### src/rtl/prb_pkg.sv
package prb_pkg;

  typedef enum logic {
    DIR_IN  = 1'b0,
    DIR_OUT = 1'b1
  } prb_dir_e;

  // Number of bits a transfer moves for a given argument.
  function automatic int unsigned prb_bits_of(input int unsigned arg);
    return arg + 1;
  endfunction

  // Ring image after one recirculating step with the given entry bit.
  function automatic logic [255:0] prb_step256(input logic [255:0] img, input logic b);
    return {img[254:0], b};
  endfunction

endpackage

### src/rtl/prb_ctrl.sv
module prb_ctrl
  import prb_pkg::*;
#(
  parameter int unsigned CNT_W = 8
) (
  input  logic             clk,
  input  logic             rst_n,
  input  logic             bit_en,
  input  logic             busy_lock,
  input  logic             ld_en,
  input  logic             start_in,
  input  logic             start_out,
  input  logic [CNT_W-1:0] xfer_cnt,
  output logic             shift_in_ev,
  output logic             shift_out_ev,
  output logic             active,
  output logic             xfer_done
);

  localparam int unsigned MOVED_W = CNT_W + 1;

  prb_dir_e         dir_q;
  logic [CNT_W-1:0] remain_q;
  logic [CNT_W-1:0] arg_q;
  logic             strobe_ok;
  logic             start_ok;
  logic             last_bit;

  assign strobe_ok    = active && bit_en && !busy_lock && !ld_en;
  assign start_ok     = !active && !busy_lock && (start_in || start_out);
  assign last_bit     = (remain_q == '0);
  assign shift_in_ev  = strobe_ok && (dir_q == DIR_IN);
  assign shift_out_ev = strobe_ok && (dir_q == DIR_OUT);

  always_ff @(posedge clk or negedge rst_n) begin
    if (!rst_n) begin
      active    <= 1'b0;
      dir_q     <= DIR_IN;
      remain_q  <= '0;
      arg_q     <= '0;
      xfer_done <= 1'b0;
    end else begin
      xfer_done <= strobe_ok && last_bit;
      if (start_ok) begin
        active   <= 1'b1;
        dir_q    <= start_in ? DIR_IN : DIR_OUT;
        remain_q <= xfer_cnt;
        arg_q    <= xfer_cnt;
      end else if (strobe_ok) begin
        if (last_bit) active <= 1'b0;
        else          remain_q <= remain_q - 1'b1;
      end
    end
  end

  // Independent tally of moved bits, for the count property.
  logic [MOVED_W-1:0] moved_q;
  always_ff @(posedge clk or negedge rst_n) begin
    if (!rst_n)         moved_q <= '0;
    else if (start_ok)  moved_q <= '0;
    else if (strobe_ok) moved_q <= moved_q + 1'b1;
  end

  // the final move is exactly the (arg+1)th one
  p_count_r2: assert property (@(posedge clk) disable iff (!rst_n)
    (strobe_ok && last_bit) |-> (32'(moved_q) + 1 == prb_bits_of(32'(arg_q))));

  // done lasts one cycle
  p_done_single_r2: assert property (@(posedge clk) disable iff (!rst_n)
    xfer_done |=> !xfer_done);

  // done only follows an active transfer
  p_done_after_active_r2: assert property (@(posedge clk) disable iff (!rst_n)
    $rose(xfer_done) |-> $fell(active));

  // lock freezes a running transfer
  p_lock_hold_r6: assert property (@(posedge clk) disable iff (!rst_n)
    (active && busy_lock) |=> (active && $stable(remain_q)));

  // no transfer begins under lock
  p_lock_nostart_r6: assert property (@(posedge clk) disable iff (!rst_n)
    (!active && busy_lock) |=> !active);

  // idle strobe slots do not advance the count
  p_gap_hold_r7: assert property (@(posedge clk) disable iff (!rst_n)
    (active && !bit_en) |=> (active && $stable(remain_q)));

  // a start during a transfer does not reload it
  p_no_restart_r11: assert property (@(posedge clk) disable iff (!rst_n)
    (active && !strobe_ok) |=> ($stable(arg_q) && $stable(dir_q)));

endmodule

### src/rtl/prb_ring.sv
module prb_ring #(
  parameter int unsigned PAGE_BITS = 256
) (
  input  logic                 clk,
  input  logic                 rst_n,
  input  logic                 shift_in_ev,
  input  logic                 shift_out_ev,
  input  logic                 ser_in,
  input  logic                 ld_en,
  input  logic [PAGE_BITS-1:0] ld_data,
  output logic [PAGE_BITS-1:0] ring_q,
  output logic                 top_bit
);

  localparam int unsigned TOP = PAGE_BITS - 1;

  logic [PAGE_BITS-1:0] ring_d;
  logic                 entry_bit;
  logic                 move;

  assign top_bit   = ring_q[TOP];
  assign move      = shift_in_ev || shift_out_ev;
  assign entry_bit = shift_out_ev ? ring_q[TOP] : ser_in;

  // One cell per page bit; each takes its lower neighbour on a move.
  for (genvar g = 0; g < PAGE_BITS; g++) begin : g_cell
    if (g == 0) begin : g_entry
      always_comb begin
        if (ld_en)     ring_d[g] = ld_data[g];
        else if (move) ring_d[g] = entry_bit;
        else           ring_d[g] = ring_q[g];
      end
    end else begin : g_body
      always_comb begin
        if (ld_en)     ring_d[g] = ld_data[g];
        else if (move) ring_d[g] = ring_q[g-1];
        else           ring_d[g] = ring_q[g];
      end
    end
  end

  always_ff @(posedge clk or negedge rst_n) begin
    if (!rst_n) ring_q <= '0;
    else        ring_q <= ring_d;
  end

  // whole page replaced in one cycle
  p_load_r8: assert property (@(posedge clk) disable iff (!rst_n)
    ld_en |=> (ring_q == $past(ld_data)));

  // a written bit lands at position 0, the rest move up
  p_shift_in_r3: assert property (@(posedge clk) disable iff (!rst_n)
    (shift_in_ev && !ld_en) |=> ((ring_q[0] == $past(ser_in)) &&
                                 (ring_q[TOP:1] == $past(ring_q[TOP-1:0]))));

  // a read bit re-enters at position 0
  p_rotate_r4: assert property (@(posedge clk) disable iff (!rst_n)
    (shift_out_ev && !ld_en) |=> (ring_q[0] == $past(ring_q[TOP])));

  // no event, no change
  p_quiet_hold_r10: assert property (@(posedge clk) disable iff (!rst_n)
    (!shift_in_ev && !shift_out_ev && !ld_en) |=> $stable(ring_q));

endmodule

### src/rtl/page_ring_buf.sv
module page_ring_buf
  import prb_pkg::*;
#(
  parameter int unsigned PAGE_BITS = 256,
  parameter int unsigned CNT_W     = 8
) (
  input  logic                 clk,
  input  logic                 rst_n,
  input  logic                 bit_en,
  input  logic                 ser_in,
  output logic                 ser_out,
  input  logic [CNT_W-1:0]     xfer_cnt,
  input  logic                 start_in,
  input  logic                 start_out,
  output logic                 xfer_done,
  input  logic                 ld_en,
  input  logic [PAGE_BITS-1:0] ld_data,
  output logic [PAGE_BITS-1:0] dump_data,
  input  logic                 busy_lock
);

  logic shift_in_ev;
  logic shift_out_ev;
  logic active;
  logic top_bit;

  prb_ctrl #(.CNT_W(CNT_W)) ctrl_i (
    .clk          (clk),
    .rst_n        (rst_n),
    .bit_en       (bit_en),
    .busy_lock    (busy_lock),
    .ld_en        (ld_en),
    .start_in     (start_in),
    .start_out    (start_out),
    .xfer_cnt     (xfer_cnt),
    .shift_in_ev  (shift_in_ev),
    .shift_out_ev (shift_out_ev),
    .active       (active),
    .xfer_done    (xfer_done)
  );

  prb_ring #(.PAGE_BITS(PAGE_BITS)) ring_i (
    .clk          (clk),
    .rst_n        (rst_n),
    .shift_in_ev  (shift_in_ev),
    .shift_out_ev (shift_out_ev),
    .ser_in       (ser_in),
    .ld_en        (ld_en),
    .ld_data      (ld_data),
    .ring_q       (dump_data),
    .top_bit      (top_bit)
  );

  assign ser_out = top_bit;

  // page frozen under lock
  p_lock_freeze_r6: assert property (@(posedge clk) disable iff (!rst_n)
    (busy_lock && !ld_en) |=> $stable(dump_data));

  // strobes with no transfer do nothing
  p_idle_strobe_r10: assert property (@(posedge clk) disable iff (!rst_n)
    (!active && !ld_en) |=> $stable(dump_data));

  // serial output is the top of the page
  p_out_top_r4: assert property (@(posedge clk) disable iff (!rst_n)
    ser_out == dump_data[PAGE_BITS-1]);

  // Never both directions at once
  p_one_dir_r11: assert property (@(posedge clk) disable iff (!rst_n)
    $onehot0({shift_in_ev, shift_out_ev}));

endmodule

### config.mk
export PLATFORM = sky130hd
export DESIGN_NAME = page_ring_buf
export DESIGN_NICKNAME = d
export VERILOG_FILES = /design/src/rtl/prb_pkg.sv /design/src/rtl/prb_ctrl.sv /design/src/rtl/prb_ring.sv /design/src/rtl/page_ring_buf.sv
export SDC_FILE = /design/constraint.sdc
export NUM_CORES = 1
export LEC_CHECK = 0
export BUFFER_PORTS_ARGS = -buffer_cell sky130_fd_sc_hd__buf_2
export CORE_AREA = 2 2 206 208
export CTS_CLUSTER_DIAMETER = 30
export DETAILED_ROUTE_END_ITERATION = 12
export DIE_AREA = 0 0 208 210
export GPL_TIMING_DRIVEN = 0
export HOLD_SLACK_MARGIN = 0.05
export PLACE_DENSITY = 0.48
export SLEW_MARGIN = 25
export SYNTH_ARGS = -nofsm -noshare
export SYNTH_HDL_FRONTEND = slang
export SYNTH_SLANG_ARGS = --single-unit
export TNS_END_PERCENT = 20
### constraint.sdc
create_clock -name clk -period 2.27 [get_ports clk]
set_input_delay 0.227 -clock clk [delete_from_list [all_inputs] [get_ports clk]]
set_output_delay 0.227 -clock clk [all_outputs]
set_load 0.1 [all_outputs]
==> results of run 1 <==
==> kinds of logic (layout without fill, tap and decap cells) <==
logic type,Yosys count,count (layout),synth area share [%]
AO/OA/AOI/OAI,276,276,18.2
XOR/XNOR,2,2,0.155
adder cells (fa/ha/maj),2,2,0.222
buffers and inverters,91,1028,3.42
flip-flops,267,267,59.2
multiplexers,3,3,0.277
AND/OR/NAND/NOR,535,535,18.6
==> registers in the layout, indices dropped and copies added (netlist names) <==
name / count
ctrl_i.xfer_done: 1
ctrl_i.remain_q: 8
ctrl_i.dir_q: 1
ring_i.ring_q: 256
ctrl_i.active: 1
==> metal layers <==
| layer | vias to the layer above | wire, um |
|---|---|---|
| li1 | 5874 | - |
| met1 | 6123 | 19500 |
| met2 | 511 | 23100 |
| met3 | 89 | 3280 |
| met4 | 0 | 1580 |
| met5 | - | 0 |
==> cell usage in the layout, fill, tap and decap left out, types with 4 or more instances in the layout <==
| master | n |
|---|---|
| sky130_fd_sc_hd__a21oi_1 | 7 |
| sky130_fd_sc_hd__a22oi_1 | 255 |
| sky130_fd_sc_hd__buf_1 | 8 |
| sky130_fd_sc_hd__buf_2 | 560 |
| sky130_fd_sc_hd__bufinv_16 | 12 |
| sky130_fd_sc_hd__clkbuf_1 | 50 |
| sky130_fd_sc_hd__clkbuf_16 | 77 |
| sky130_fd_sc_hd__clkbuf_8 | 14 |
| sky130_fd_sc_hd__clkinv_2 | 14 |
| sky130_fd_sc_hd__clkinv_4 | 4 |
| sky130_fd_sc_hd__clkinvlp_4 | 9 |
| sky130_fd_sc_hd__dfrtp_1 | 267 |
| sky130_fd_sc_hd__dlygate4sd3_1 | 270 |
| sky130_fd_sc_hd__nand2_1 | 513 |
| sky130_fd_sc_hd__nor2_1 | 9 |
==> worst max-delay path: cells and delay by family (launching register included) <==
| kind | cells | cell delay (ns) |
|---|---|---|
| simple gates | 2 | 0.31 |
| buf+inv | 3 | 1.06 |
| flops | 1 | 0.42 |
| compound gates | 1 | 0.23 |
==> per-stage QoR <==
stage / worst slack, ns / util (%) / total power [mW] / area, um^2 / cells
floorplan: 0.482 / - / 10.8 / 11300 / 1176
global placement: -4.45 / 35.2 / 12.2 / 14600 / 2243
detailed placement: 0.106 / 35.4 / 12.3 / 14700 / 2246
CTS: 0.148 / 48.4 / 23.9 / 20100 / 2652
global route: 0.0101 / 48.4 / 24.6 / 20100 / 2652
finish: 0.177 / 48.4 / 23.7 / 20100 / 2652
==> path summary, 6_finish.rpt <==
check / startpoint / endpoint / slack (ns) / depth (start not counted)
setup / recovery: ctrl_i.active$_DFFE_PN0P_ / ring_i.ring_q[43]$_DFFE_PN0P_ / 0.18 / 6
hold / removal: rst_n / ring_i.ring_q[245]$_DFFE_PN0P_ / 0.15 / 2
setup reg to reg: ctrl_i.active$_DFFE_PN0P_ / ring_i.ring_q[43]$_DFFE_PN0P_ / 0.18 / 6
hold reg to reg: ring_i.ring_q[10]$_DFFE_PN0P_ / ring_i.ring_q[10]$_DFFE_PN0P_ / 0.49 / 2
max in group asynchronous: rst_n / ring_i.ring_q[186]$_DFFE_PN0P_ / 0.98 / 4
min in group clk: start_out / ctrl_i.remain_q[5]$_DFFE_PN0P_ / 0.23 / 4
==> where the power goes <==
part	internal, mW	switching [mW]
logic	1.36	5.27
clock network	7.94	3.15
registers	5.39	0.579
==> what timing repair did <==
action,in CTS,in global routing
setup endpoints to repair,0,0
hold buffers,270,0
endpoints found under the hold margin,459,0
==> final cells by class <==
| class | instances | area, um^2 |
|---|---|---|
| buffer | 88 | 375 |
| clock buffer | 95 | 2130 |
| clock inverter | 41 | 551 |
| fill | 3894 | 21400 |
| inverter | 3 | 11.3 |
| multi-input combinational | 818 | 4220 |
| sequential | 267 | 6680 |
| tap | 539 | 674 |
| timing repair buffer | 801 | 5440 |
==> impl.org, run 1 <==
** Floorplanning
- The floorplan has 75 rows.
- Die outline width :: 208 um
- Measured along the y axis, the die boundary spans 210 um.
- Top-level I/O count :: 530
- Die Footprint :: 43700 um^2
- The total area inside the core boundary comes to 41500 um^2.
- Once the floorplan was initialized, standard cells occupied 27.2% of the core.

** Global routing
- Met3 layer usage reported by global route :: 5.60%
- Global-route total usage across every layer :: 21.2%
- Global-route wire length before repair :: 73400 um
- Global routing finished with a remaining overflow of 0.
- Met2 track utilization from global routing :: 35.8%
- Entering global routing, the biggest net connects 84 pins.
- Met1 GRT Util :: 25.5%
- Initial antenna violation count :: 0
- Peak-usage layer in the global routing report :: met2
- Number of global-route vias before repair :: 13090

** Synth
- Fraction of post-synthesis cell area in the top cell type by area :: 59.2%
- Post-synthesis async set-or-reset flop share :: 100%
- After technology mapping, the gate count stands at 1176.
- Yosys printed 0 warnings.
- Post-Syn Nets :: 1450
- The most used flip-flop cell after synthesis is sky130_fd_sc_hd__dfrtp_1.
- The synthesized netlist occupies a cell area of 11300 um^2.
- After synthesis the netlist holds a flip-flop and latch count of 267.
- The biggest area contributor in the post-synthesis netlist is sky130_fd_sc_hd__dfrtp_1.
- For this run, the register share of the synthesized area comes to 59.2%.
- EDFF count, synth :: 0
- In the post-synthesis netlist, the cell with the most instances is sky130_fd_sc_hd__nand2_1.
- A synthesized cell averages 9.60 um^2.
- Counting distinct cell types in the post-synthesis netlist gives 37.
- Synth top cells by count :: sky130_fd_sc_hd__nand2_1 (513), sky130_fd_sc_hd__dfrtp_1 (267), sky130_fd_sc_hd__a22oi_1 (255)
- Largest cells by area after synthesis :: sky130_fd_sc_hd__dfrtp_1 (59%), sky130_fd_sc_hd__nand2_1 (17%), sky130_fd_sc_hd__a22oi_1 (17%)

** Critical path
- In this design, the critical path's most frequently occurring cell is sky130_fd_sc_hd__buf_2.
- Critical path data arrival time :: 2.59 ns
- Element type at the critical path end :: flip-flop
- Maximum cell stage delay along the critical path :: 0.48 ns
- Crit Path Class :: flip-flop to flip-flop
- For the worst setup path, the data required time is 2.77 ns.
- Critical-path top delay cell :: sky130_fd_sc_hd__buf_1
- The worst setup path is launched from a flip-flop.
- CP Max Fanout :: 10
- Ordered cell list for the critical path :: and4bb_1 -> buf_2 -> buf_2 -> buf_1 -> a22oi_1 -> nand2_1

** Routing
- Average wire length per cell after detail routing :: 17.9 um
- Routed Antenna Nets :: 0
- For this block, the routed nets add up to 47500 um of wire.
- Overall via count from detail_route :: 12597
- After detailed routing, the number of vias per cell comes to 4.75.
- Starting DRC count in detailed routing :: 807
- After detailed routing, the number of remaining DRC violations is 0.
- Number of search-and-repair iterations in the first detailed-routing pass :: 5

** Finish
- Ant. Diodes :: 0
- Share of layout cells above drive strength 1 :: 33.2%
- Number of nets in the finished design :: 2327
- Area overhead of the layout relative to synthesis :: 77.9%

** Place
- Quantity of I/O buffers inserted on ports :: 528
- Final weighted congestion of routability-driven global placement :: 0.839
- The wire-length estimate of the detail-placed layout is 33300 um.

** Power
- VDD sags by at most 560 uV.
- For this design the ratio of total power to cell area is 1180 nW/um^2.
- Static Leakage :: 10.2 nW

** Worst hold path
- The min-delay analysis places its worst path in the category input port to asynchronous set/reset pin.

** STA
- For this run, the top clock speed supported by timing is 478 MHz.
- For the final database, setup skew stands at 0.0214 ns.
- Final-report hold violation count :: 0
- For the finished layout, the period the worst path requires is 2.09 ns.
- Final Max Slew Viols :: 0
- For the pin with the worst max-slew slack, the measured transition is 0.861 ns.
- The tightest hold path in the finished design has a slack of 0.150 ns.
- Setup violations remaining at the end of the flow were counted as 0.
- After layout, the worst path uses 92.2% of the clock period.
- Unrepaired setup endpoints after global routing :: no
- Measured against its own limit, the worst slew margin works out to 42.6%.
- In the final timing run, aggregate negative setup slack is 0 ns.

** Clock tree
- Number of buffers added by the clock tree synthesis step :: 74
- Gates resized during post-CTS repair numbered 0.
- Clk slew on worst S/H paths :: 0.04 ns
- For the worst-skew pair, the clock arrives at the later sink with an insertion delay of 0.57 ns.
- The clock passes through at most 3 buffers.
- TritonCTS clock tree :: built
- H-Tree Level Count :: 3
- Root buf cell :: sky130_fd_sc_hd__clkbuf_16
- CTS saw 267 sinks.
- Buffers inserted during post-CTS setup optimization :: 0

** Run
- Maximum Capacitance Violations :: 0

** Run status
- The run finished with clean final reports.
(Power assumes the default switching activity.)
==> inputs of run 2 (changes only) <==
REMOVE_ABC_BUFFERS = 1   (was default)
==> impl.org, run 2 (synthesis results as in run 1) <==
** Power
- Clk pwr share :: 46.9%
- Summed over all cells, the static leakage comes to 10.3 nW.
- IR analysis of the VDD net gives a maximum drop of 615 uV.
- Net switching share of the total power :: 37.9%
- Sequential cells burn 25.1% of the power.
- Internal power comes to 14.7 mW.
- Share of power burned in combinational logic :: 28.0%
- Power per unit of standard cell area :: 1170 nW/um^2
- Net Sw Power :: 9.01 mW

** Critical path
- The critical path goes through and4bb_4 -> buf_12 -> nor2_4 -> buf_16 -> buf_16 -> buf_12 -> buf_16 -> nand2_1 -> nand2_1.
- Element type at the critical path end :: flip-flop
- CP required :: 2.77 ns
- Counting cells, the worst reg-to-reg path comes to 9.
- CP Max Fanout :: 39
- In this design, the largest share of critical-path delay is due to buffers and inverters.
- The critical path is of the flip-flop to flip-flop type.
- The worst setup path is launched from a flip-flop.
- The worst register-to-register path begins at ctrl_i.active$_DFFE_PN0P_.
- Counting stages on the worst path, the most repeated cell is sky130_fd_sc_hd__buf_16.
- Maximum cell stage delay along the critical path :: 0.47 ns
- Critical path data arrival time :: 2.67 ns
- Buffering stage count on the worst path with inverters included :: 5
- Worst Setup SP :: ctrl_i.active$_DFFE_PN0P_
- The worst register-to-register path ends at ring_i.ring_q[173]$_DFFE_PN0P_.
- Critical-path top delay cell :: sky130_fd_sc_hd__dfrtp_2
- Register-to-register setup slack :: 0.11 ns

** Global routing
- Global routing consumed, on the met3 layer, 5.01% of the routing resources.
- Number of global-route vias before repair :: 12502
- Global-route total usage across every layer :: 19.6%
- The total overflow left after global routing is 0.
- Met2 track utilization from global routing :: 32.2%
- In this run the most used layer during global routing was met2.
- Pin count of the biggest net entering global routing :: 113
- Met1 GRT Util :: 24.2%
- The first global-routing pass estimated 69200 um of wire.
- The number of antenna violations at the first check in global routing is 1.

** Clock tree
- # clock sinks :: 267
- TritonCTS built the clock tree.
- At the later pin of the worst-skew pair, clock insertion delay measures 0.58 ns.
- H-Tree Level Count :: 3
- The clock passes through at most 3 buffers.
- Clk slew on worst S/H paths :: 0.04 ns
- CTS placed an instance of sky130_fd_sc_hd__clkbuf_16 at the clock tree root.
- In this run, CTS created clock tree buffers numbering 76.

** Finish
- The register with the most flip-flops in the layout has 256 of them.
- Area taken by flip-flops and latches :: 6680 um^2
- The library cell used most frequently in the layout, excluding fill and tap cells, is sky130_fd_sc_hd__buf_2.
- Largest registers :: ring_i.ring_q x256, ctrl_i.remain_q x8
- Once layout is complete, the utilization of the core stands at 48.8%.
- The post-route netlist has 33.8% of its cells at a drive strength greater than 1.
- Area overhead of the layout relative to synthesis :: 79.3%
- In the layout the commonest cells are sky130_fd_sc_hd__buf_2 (527), sky130_fd_sc_hd__nand2_1 (513), sky130_fd_sc_hd__dlygate4sd3_1 (269).
- In the final layout, the multi-input gates occupy 4260 um^2.
- For this run, the post-layout net count is 2264.
- Filler cell count in the final layout :: 3886
- Largest register by flop count :: ring_i.ring_q

** STA
- For the pin with the worst max-slew slack, the measured transition is 0.688 ns.
- Setup violations remaining at the end of the flow were counted as 0.
- In this run the tightest slew margin relative to its limit is 54.1%.
- Setup repair after global routing left no endpoint under its margin.
- Maximum clock frequency :: 462 MHz
- Dividing the final minimum period by the clock period gives 95.4%.
- Max Clock Skew :: 0.0191 ns
- Post-layout min period :: 2.16 ns
- Across all setup checks in the final design, the least slack found is 0.105 ns.
- Final-report hold violation count :: 0
- Final Max Slew Viols :: 0

** Routing
- Wires add up to 43800 um.
- Overall via count from detail_route :: 12065
- Starting DRC count in detailed routing :: 800
- The first detailed-routing pass took 4 iterations.
- Average wire length per cell after detail routing :: 16.9 um
- Routed Antenna Nets :: 0
- Detail-routed via count per cell :: 4.66
- Drt drc :: 0

** Floorplanning
- For this design the top-level I/O count stands at 530.
- Area of the core :: 41500 um^2
- Die outline width :: 208 um
- Die Span Y :: 210 um
- Once the floorplan was initialized, standard cells occupied 27.2% of the core.
- The floorplan has 75 rows.
- The die covers 43700 um^2.

** Place
- During placement, the flow inserted port buffers numbering 529.
- Final weighted congestion of routability-driven global placement :: 0.794
- Prior to clock tree synthesis, the placed netlist has a worst setup slack of -0.322 ns.
- HPWL after DPL :: 29100 um

** Worst hold path
- In this run the worst hold path is classified as input port to asynchronous set/reset pin.

** Run
- Maximum Capacitance Violations :: 0

** Run status
- The flow ran to the end, and the final reports show no timing, DRC or antenna violations.
-- run 2: changes by cell type in the layout (fill, tap and decap cells not counted), moves of 2 or more --
cell                         change
sky130_fd_sc_hd__and4bb_2        +2
sky130_fd_sc_hd__buf_1           -8
sky130_fd_sc_hd__buf_12          +5
sky130_fd_sc_hd__buf_16         +12
sky130_fd_sc_hd__buf_2          -33
sky130_fd_sc_hd__buf_4           +2
sky130_fd_sc_hd__buf_8           +2
sky130_fd_sc_hd__clkbuf_1       -40
sky130_fd_sc_hd__clkinv_4        -4
sky130_fd_sc_hd__clkinv_8        +2
sky130_fd_sc_hd__clkinvlp_4      -5
-- run 2: layout make-up --
cell class                      instances  area share, %
Timing Repair Buffer                  822           29.2
Sequential cell                       267           33.0
Antenna cell                            1         0.0124
Tap cell                              539           3.33
Clock inverter                         38           2.84
Inverter                                3         0.0556
Multi-Input combinational cell        820           21.1
Clock buffer                          100           10.5
-- run 2: metal layers --
layer	vias to the layer above	share of wire, %
li1	5734	-
met1	5760	41
met2	487	49
met3	84	6.9
met4	0	3.1
met5	-	0
-- run 2: worst register-to-register path, cell delays in order, from the launching register on --
cell                       delay [ns]
sky130_fd_sc_hd__dfrtp_2         0.47
sky130_fd_sc_hd__and4bb_4        0.25
sky130_fd_sc_hd__buf_12          0.18
sky130_fd_sc_hd__nor2_4          0.24
sky130_fd_sc_hd__buf_16          0.20
sky130_fd_sc_hd__buf_16          0.18
sky130_fd_sc_hd__buf_12          0.21
sky130_fd_sc_hd__buf_16          0.21
sky130_fd_sc_hd__nand2_1         0.08
sky130_fd_sc_hd__nand2_1         0.08
-- run 2: worst max-delay path by stage --
stage / to / slack (ns) / cells past startpoint
floorplan: ring_i.ring_q[100]$_DFFE_PN0P_ / -14.36 / 4
finish: ring_i.ring_q[173]$_DFFE_PN0P_ / 0.11 / 9
global route: ring_i.ring_q[174]$_DFFE_PN0P_ / 0.006 / 9
detailed placement: ring_i.ring_q[184]$_DFFE_PN0P_ / -0.32 / 10
global placement: ring_i.ring_q[146]$_DFFE_PN0P_ / -39.73 / 5
CTS: ring_i.ring_q[147]$_DFFE_PN0P_ / 0.05 / 9
-- run 2: per-stage QoR --
step	power [mW]	instances	setup TNS (ns)	area, um^2	hold WS (ns)
after floorplan	10.8	1088	-3680.07	10900	-0.0686
after global placement	12.5	2156	-	14200	0.423
after detailed placement	12.3	2177	-32.70	14800	0.118
after CTS	24.0	2588	0	20200	0.0875
after global routing	24.6	2590	0	20300	0.118
final	23.8	2590	0	20300	0.121
-- run 2: timing repair --
action                                 4_1_cts  5_1_grt
endpoints found under the hold margin      448        0
setup buffers                                2        1
hold buffers                               269        0
setup endpoints to repair                  148       61
pin swaps                                    2        1
gates resized for setup                      0        2
cloned                                       2        0
-- run 2: power by group through the flow --
| stage | registers [mW] | clock network, mW | logic [mW] |
|---|---|---|---|
| CTS | 5.95 | 11.4 | 6.68 |
| detailed placement | 6.00 | 0 | 6.27 |
| global route | 6.04 | 11.7 | 6.95 |
| global placement | 5.98 | 0 | 6.48 |
| floorplan | 9.78 | 0 | 1.04 |
| finish | 5.95 | 11.1 | 6.66 |
==> inputs of run 3 (changes only) <==
CORE_AREA = 2 2 205 207   (was 2 2 206 208)
DIE_AREA = 0 0 207 209   (was 0 0 208 210)
PLACE_DENSITY = 0.62   (was 0.48)
SYNTH_HIERARCHICAL = 1   (was default)
==> impl.org, run 3 <==
** Run status
- The run finished with clean final reports.

** STA
- Setup repair after global routing left no endpoint under its margin.
- Setup violations remaining at the end of the flow were counted as 0.
- Final-report hold violation count :: 0
- In this run the tightest slew margin relative to its limit is 54.7%.
- Setup Total Neg Slack :: 0 ns
- Slew @ Worst Pin :: 0.679 ns
- Clock skew on the completed layout was measured at 0.0201 ns.
- Worst Setup Slack, final :: 0.0235 ns
- The count of pins over their slew limit is 0.
- Period utilization :: 99.0%
- Maximum clock frequency :: 445 MHz
- The worst path needs 2.25 ns of the cycle, external delays included.

** Finish
- Highest-count cells in the layout ignoring fill and taps :: sky130_fd_sc_hd__buf_2 (527), sky130_fd_sc_hd__dfrtp_1 (267), sky130_fd_sc_hd__dlygate4sd3_1 (266)
- For this run, the share of the core covered by cells in the final layout is 50.8%.
- Counting the fill cells in the layout gives 3537.
- The post-route netlist has 33.3% of its cells at a drive strength greater than 1.
- For this run, the post-layout net count is 2261.
- The largest registers in the layout are ring_i/ring_q x256, ctrl_i/remain_q x8.
- After routing the design area is 21000 um^2.
- The register with the most flip-flops in the layout has 256 of them.
- From synthesis to final layout, the design area changed by 66.2%.
- Largest register by flop count :: ring_i/ring_q
- Most common library cell in the layout ignoring fill and taps :: sky130_fd_sc_hd__buf_2

** Place
- Quantity of I/O buffers inserted on ports :: 529
- Placed standard-cell area :: 15500 um^2
- OpenSTA, run right after detailed placement, puts the worst setup slack at -1.39 ns.
- At the end of routability-driven placement, the weighted congestion stood at 0.866.
- Summed over all nets, the half-perimeter wirelength after detailed placement is 26400 um.

** Synth
- Summed instance area of the synthesized netlist :: 12600 um^2
- Ranked by total cell area, the synthesized netlist is headed by sky130_fd_sc_hd__dfrtp_1 (53%), sky130_fd_sc_hd__mux2i_1 (20%), sky130_fd_sc_hd__a21oi_1 (11%).
- Sequential fraction of the synthesis area :: 52.9%
- During synthesis, Yosys emitted a total of 6 warnings.
- After synthesis, the mean cell area works out to 10.7 um^2.
- Synth top cells by count :: sky130_fd_sc_hd__nor2_1 (269), sky130_fd_sc_hd__dfrtp_1 (267), sky130_fd_sc_hd__a21oi_1 (265)
- In the synthesized netlist the async set-or-reset flop fraction comes to 100%.
- The largest total area in the synthesized netlist belongs to sky130_fd_sc_hd__dfrtp_1.
- EDFF count, synth :: 0
- Among all cell types in the netlist, the one instantiated most often is sky130_fd_sc_hd__nor2_1.
- Fraction of post-synthesis cell area in the top cell type by area :: 52.9%
- Synthesis inferred 267 register bits.
- Most used flip-flop cell after synthesis :: sky130_fd_sc_hd__dfrtp_1
- Number of distinct library cells after synthesis :: 33
- Number of cells produced by synthesis :: 1184

** Worst hold path
- Counting instances, the worst hold path has a depth of 3.
- Type of the tightest min-delay check :: input port to flip-flop
- Hold_sp :: ld_data[21]
- The worst hold path terminates at ring_i/ring_q[21]$_DFFE_PN0P_.

** Routing
- Routed signal wires occupy layers up through met4.
- For this block, the routed nets add up to 45900 um of wire.
- For this run, design rule violations remaining after detail routing come to 0.
- Detail-routed via count per cell :: 4.83
- In the final routed layout, each cell accounts on average for 17.7 um.
- Number of search-and-repair iterations in the first detailed-routing pass :: 6
- Starting DRC count in detailed routing :: 1008
- Met2 routed WL :: 22600 um
- Wl on met1 :: 18300 um
- Routed Antenna Nets :: 0
- Overall via count from detail_route :: 12501
- Routed length on met3 :: 2880 um

** Clock tree
- In this run the clock root is driven by a sky130_fd_sc_hd__clkbuf_16.
- The longest clock path from root to sink contains 3 buffers.
- Clock tree synthesis inserted a total of 71 buffers.
- The clock reaches the later pin of the worst-skew pair after 0.56 ns.
- H-Tree Level Count :: 3
- # clock sinks :: 267
- After clock tree synthesis, the clock-pin slew on the worst setup and hold paths is 0.04 ns.
- TritonCTS built the clock tree.

** Floorplanning
- For this design the top-level I/O count stands at 530.
- In this run the vertical extent of the chip is 209 um.
- Measured along the x axis, the die boundary spans 207 um.
- The initial utilization of the core area, before any placement, comes to 30.6%.
- Area of the core :: 41300 um^2
- The die covers 43300 um^2.
- Number of rows in the core area :: 75

** Critical path
- Ordered cell list for the critical path :: buf_16 -> buf_16 -> and4bb_2 -> and2_4 -> or3_4 -> buf_4 -> bufbuf_16 -> nor2_1 -> a21oi_1
- Register-to-register setup slack :: 0.07 ns
- For this run, the slowest stage of the critical path takes 0.44 ns.
- The worst setup path is captured at a flip-flop.
- The endpoint identified for the worst register-to-register timing path is ring_i/ring_q[119]$_DFFE_PN0P_.
- For this design, the slowest cell found on the critical path is sky130_fd_sc_hd__or3_4.
- Startpoint type of the worst setup path :: input port
- CP required :: 2.69 ns
- In this design, the critical path's most frequently occurring cell is sky130_fd_sc_hd__buf_16.
- For the worst setup path, the data arrival time is 2.67 ns.
- The worst register-to-register path begins at ctrl_i/active$_DFFE_PN0P_.
- Counting cells, the worst reg-to-reg path comes to 7.
- Crit Path Class :: input port to flip-flop
- CP Max Fanout :: 60
- On the critical path the largest part of the delay comes from simple AND/OR/NAND/NOR gates.
- Buffering stage count on the worst path with inverters included :: 4

** Power
- Total chip power :: 31.4 mW
- Power per unit of standard cell area :: 1500 nW/um^2
- The analysis attributes to cell leakage a power of 9.99 nW.
- Largest voltage drop on the vdd net :: 1100 uV

** Global routing
- The number of antenna violations at the first check in global routing was 2.
- The first global-routing pass estimated 70200 um of wire.
- Global routing finished with a remaining overflow of 0.
- The via count of the first global-routing pass is 13011.
- Pin count of the biggest net entering global routing :: 94
- Global-route total usage across every layer :: 20.0%

** Run
- Maximum Capacitance Violations :: 0
[run 3: changes by cell type after synthesis, sizes merged, moves of 2 or more]
cell / previous run / this run
nand2: 513 / 4
nor2: 9 / 269
a21oi: 7 / 265
mux2i: 2 / 258
a22oi: 255 / 0
buf: 42 / 82
clkbuf: 46 / 6
o31a: 3 / 0
inv: 3 / 5
[run 3: area by class of cell]
cell class	count	area (um^2)	area share, %
multi-input combinational	826	5210	24.8
tap	539	674	3.21
inverter	5	18.8	0.0895
timing repair buffer	816	5890	28.1
antenna	3	7.51	0.0358
sequential	267	6680	31.8
clock inverter	29	408	1.94
clock buffer	101	2100	9.99
[run 3: power by group]
group          switching [mW]  internal [mW]
clock network            2.97           7.39
logic                    11.3           2.49
registers                1.18           6.05
[run 3: repair_timing]
action                     CTS  global route
hold endpoints to repair   423             0
cloned                       7             3
pin swaps                    1             1
setup buffers                2             1
setup endpoints to repair  224           125
hold buffers               266             0
gates resized for setup      6            14
[run 3: through the flow]
| step | cells | hold WS (ns) |
|---|---|---|
| after CTS | 2579 | 0.0591 |
| after global placement | 2164 | 0.416 |
| after floorplan | 1096 | -0.0686 |
| after global routing | 2585 | 0.0694 |
| after detailed placement | 2177 | 0.167 |
| final | 2586 | 0.111 |
[run 3: how the worst max path moves through the flow]
| stage | startpoint | endpoint | slack [ns] | cells after the start |
|---|---|---|---|---|
| after floorplan | ctrl_i/active$_DFFE_PN0P_ | ring_i/ring_q[0]$_DFFE_PN0P_ | -7.31 | 4 |
| after CTS | ctrl_i/active$_DFFE_PN0P_ | ring_i/ring_q[241]$_DFFE_PN0P_ | 0.03 | 6 |
| final | ld_en | ring_i/ring_q[119]$_DFFE_PN0P_ | 0.02 | 9 |
| after global placement | ld_en | ring_i/ring_q[0]$_DFFE_PN0P_ | -14.89 | 3 |
| after global routing | ctrl_i/active$_DFFE_PN0P_ | ring_i/ring_q[133]$_DFFE_PN0P_ | 0.04 | 7 |
| after detailed placement | ld_en | ring_i/ring_q[217]$_DFFE_PN0P_ | -1.39 | 11 |
[run 3: worst register-to-register path: stages (launching register included)]
cell and delay (ns):
sky130_fd_sc_hd__dfrtp_1 0.40, sky130_fd_sc_hd__and4bb_2 0.28, sky130_fd_sc_hd__and2_4 0.20, sky130_fd_sc_hd__or3_4 0.44, sky130_fd_sc_hd__buf_4 0.20, sky130_fd_sc_hd__bufbuf_16 0.32
sky130_fd_sc_hd__nor2_1 0.17, sky130_fd_sc_hd__a21oi_1 0.07
[run 3: kinds of logic after synthesis]
group	Yosys count	share of synthesized area (%)
multiplexers	259	20.5
adder cells (fa/ha/maj)	2	0.198
AND/OR/NAND/NOR	289	9.09
buffers and inverters	93	6.27
flip-flops	267	52.9
XOR/XNOR	2	0.139
AO/OA/AOI/OAI	272	10.8
[run 3: routing by layer]
layer / vias up / track usage (%)
met1: 6008 / 23.5
met4: 0 / 11.7
met2: 585 / 33.5
li1: 5756 / -
met3: 152 / 4.64
met5: - / 0
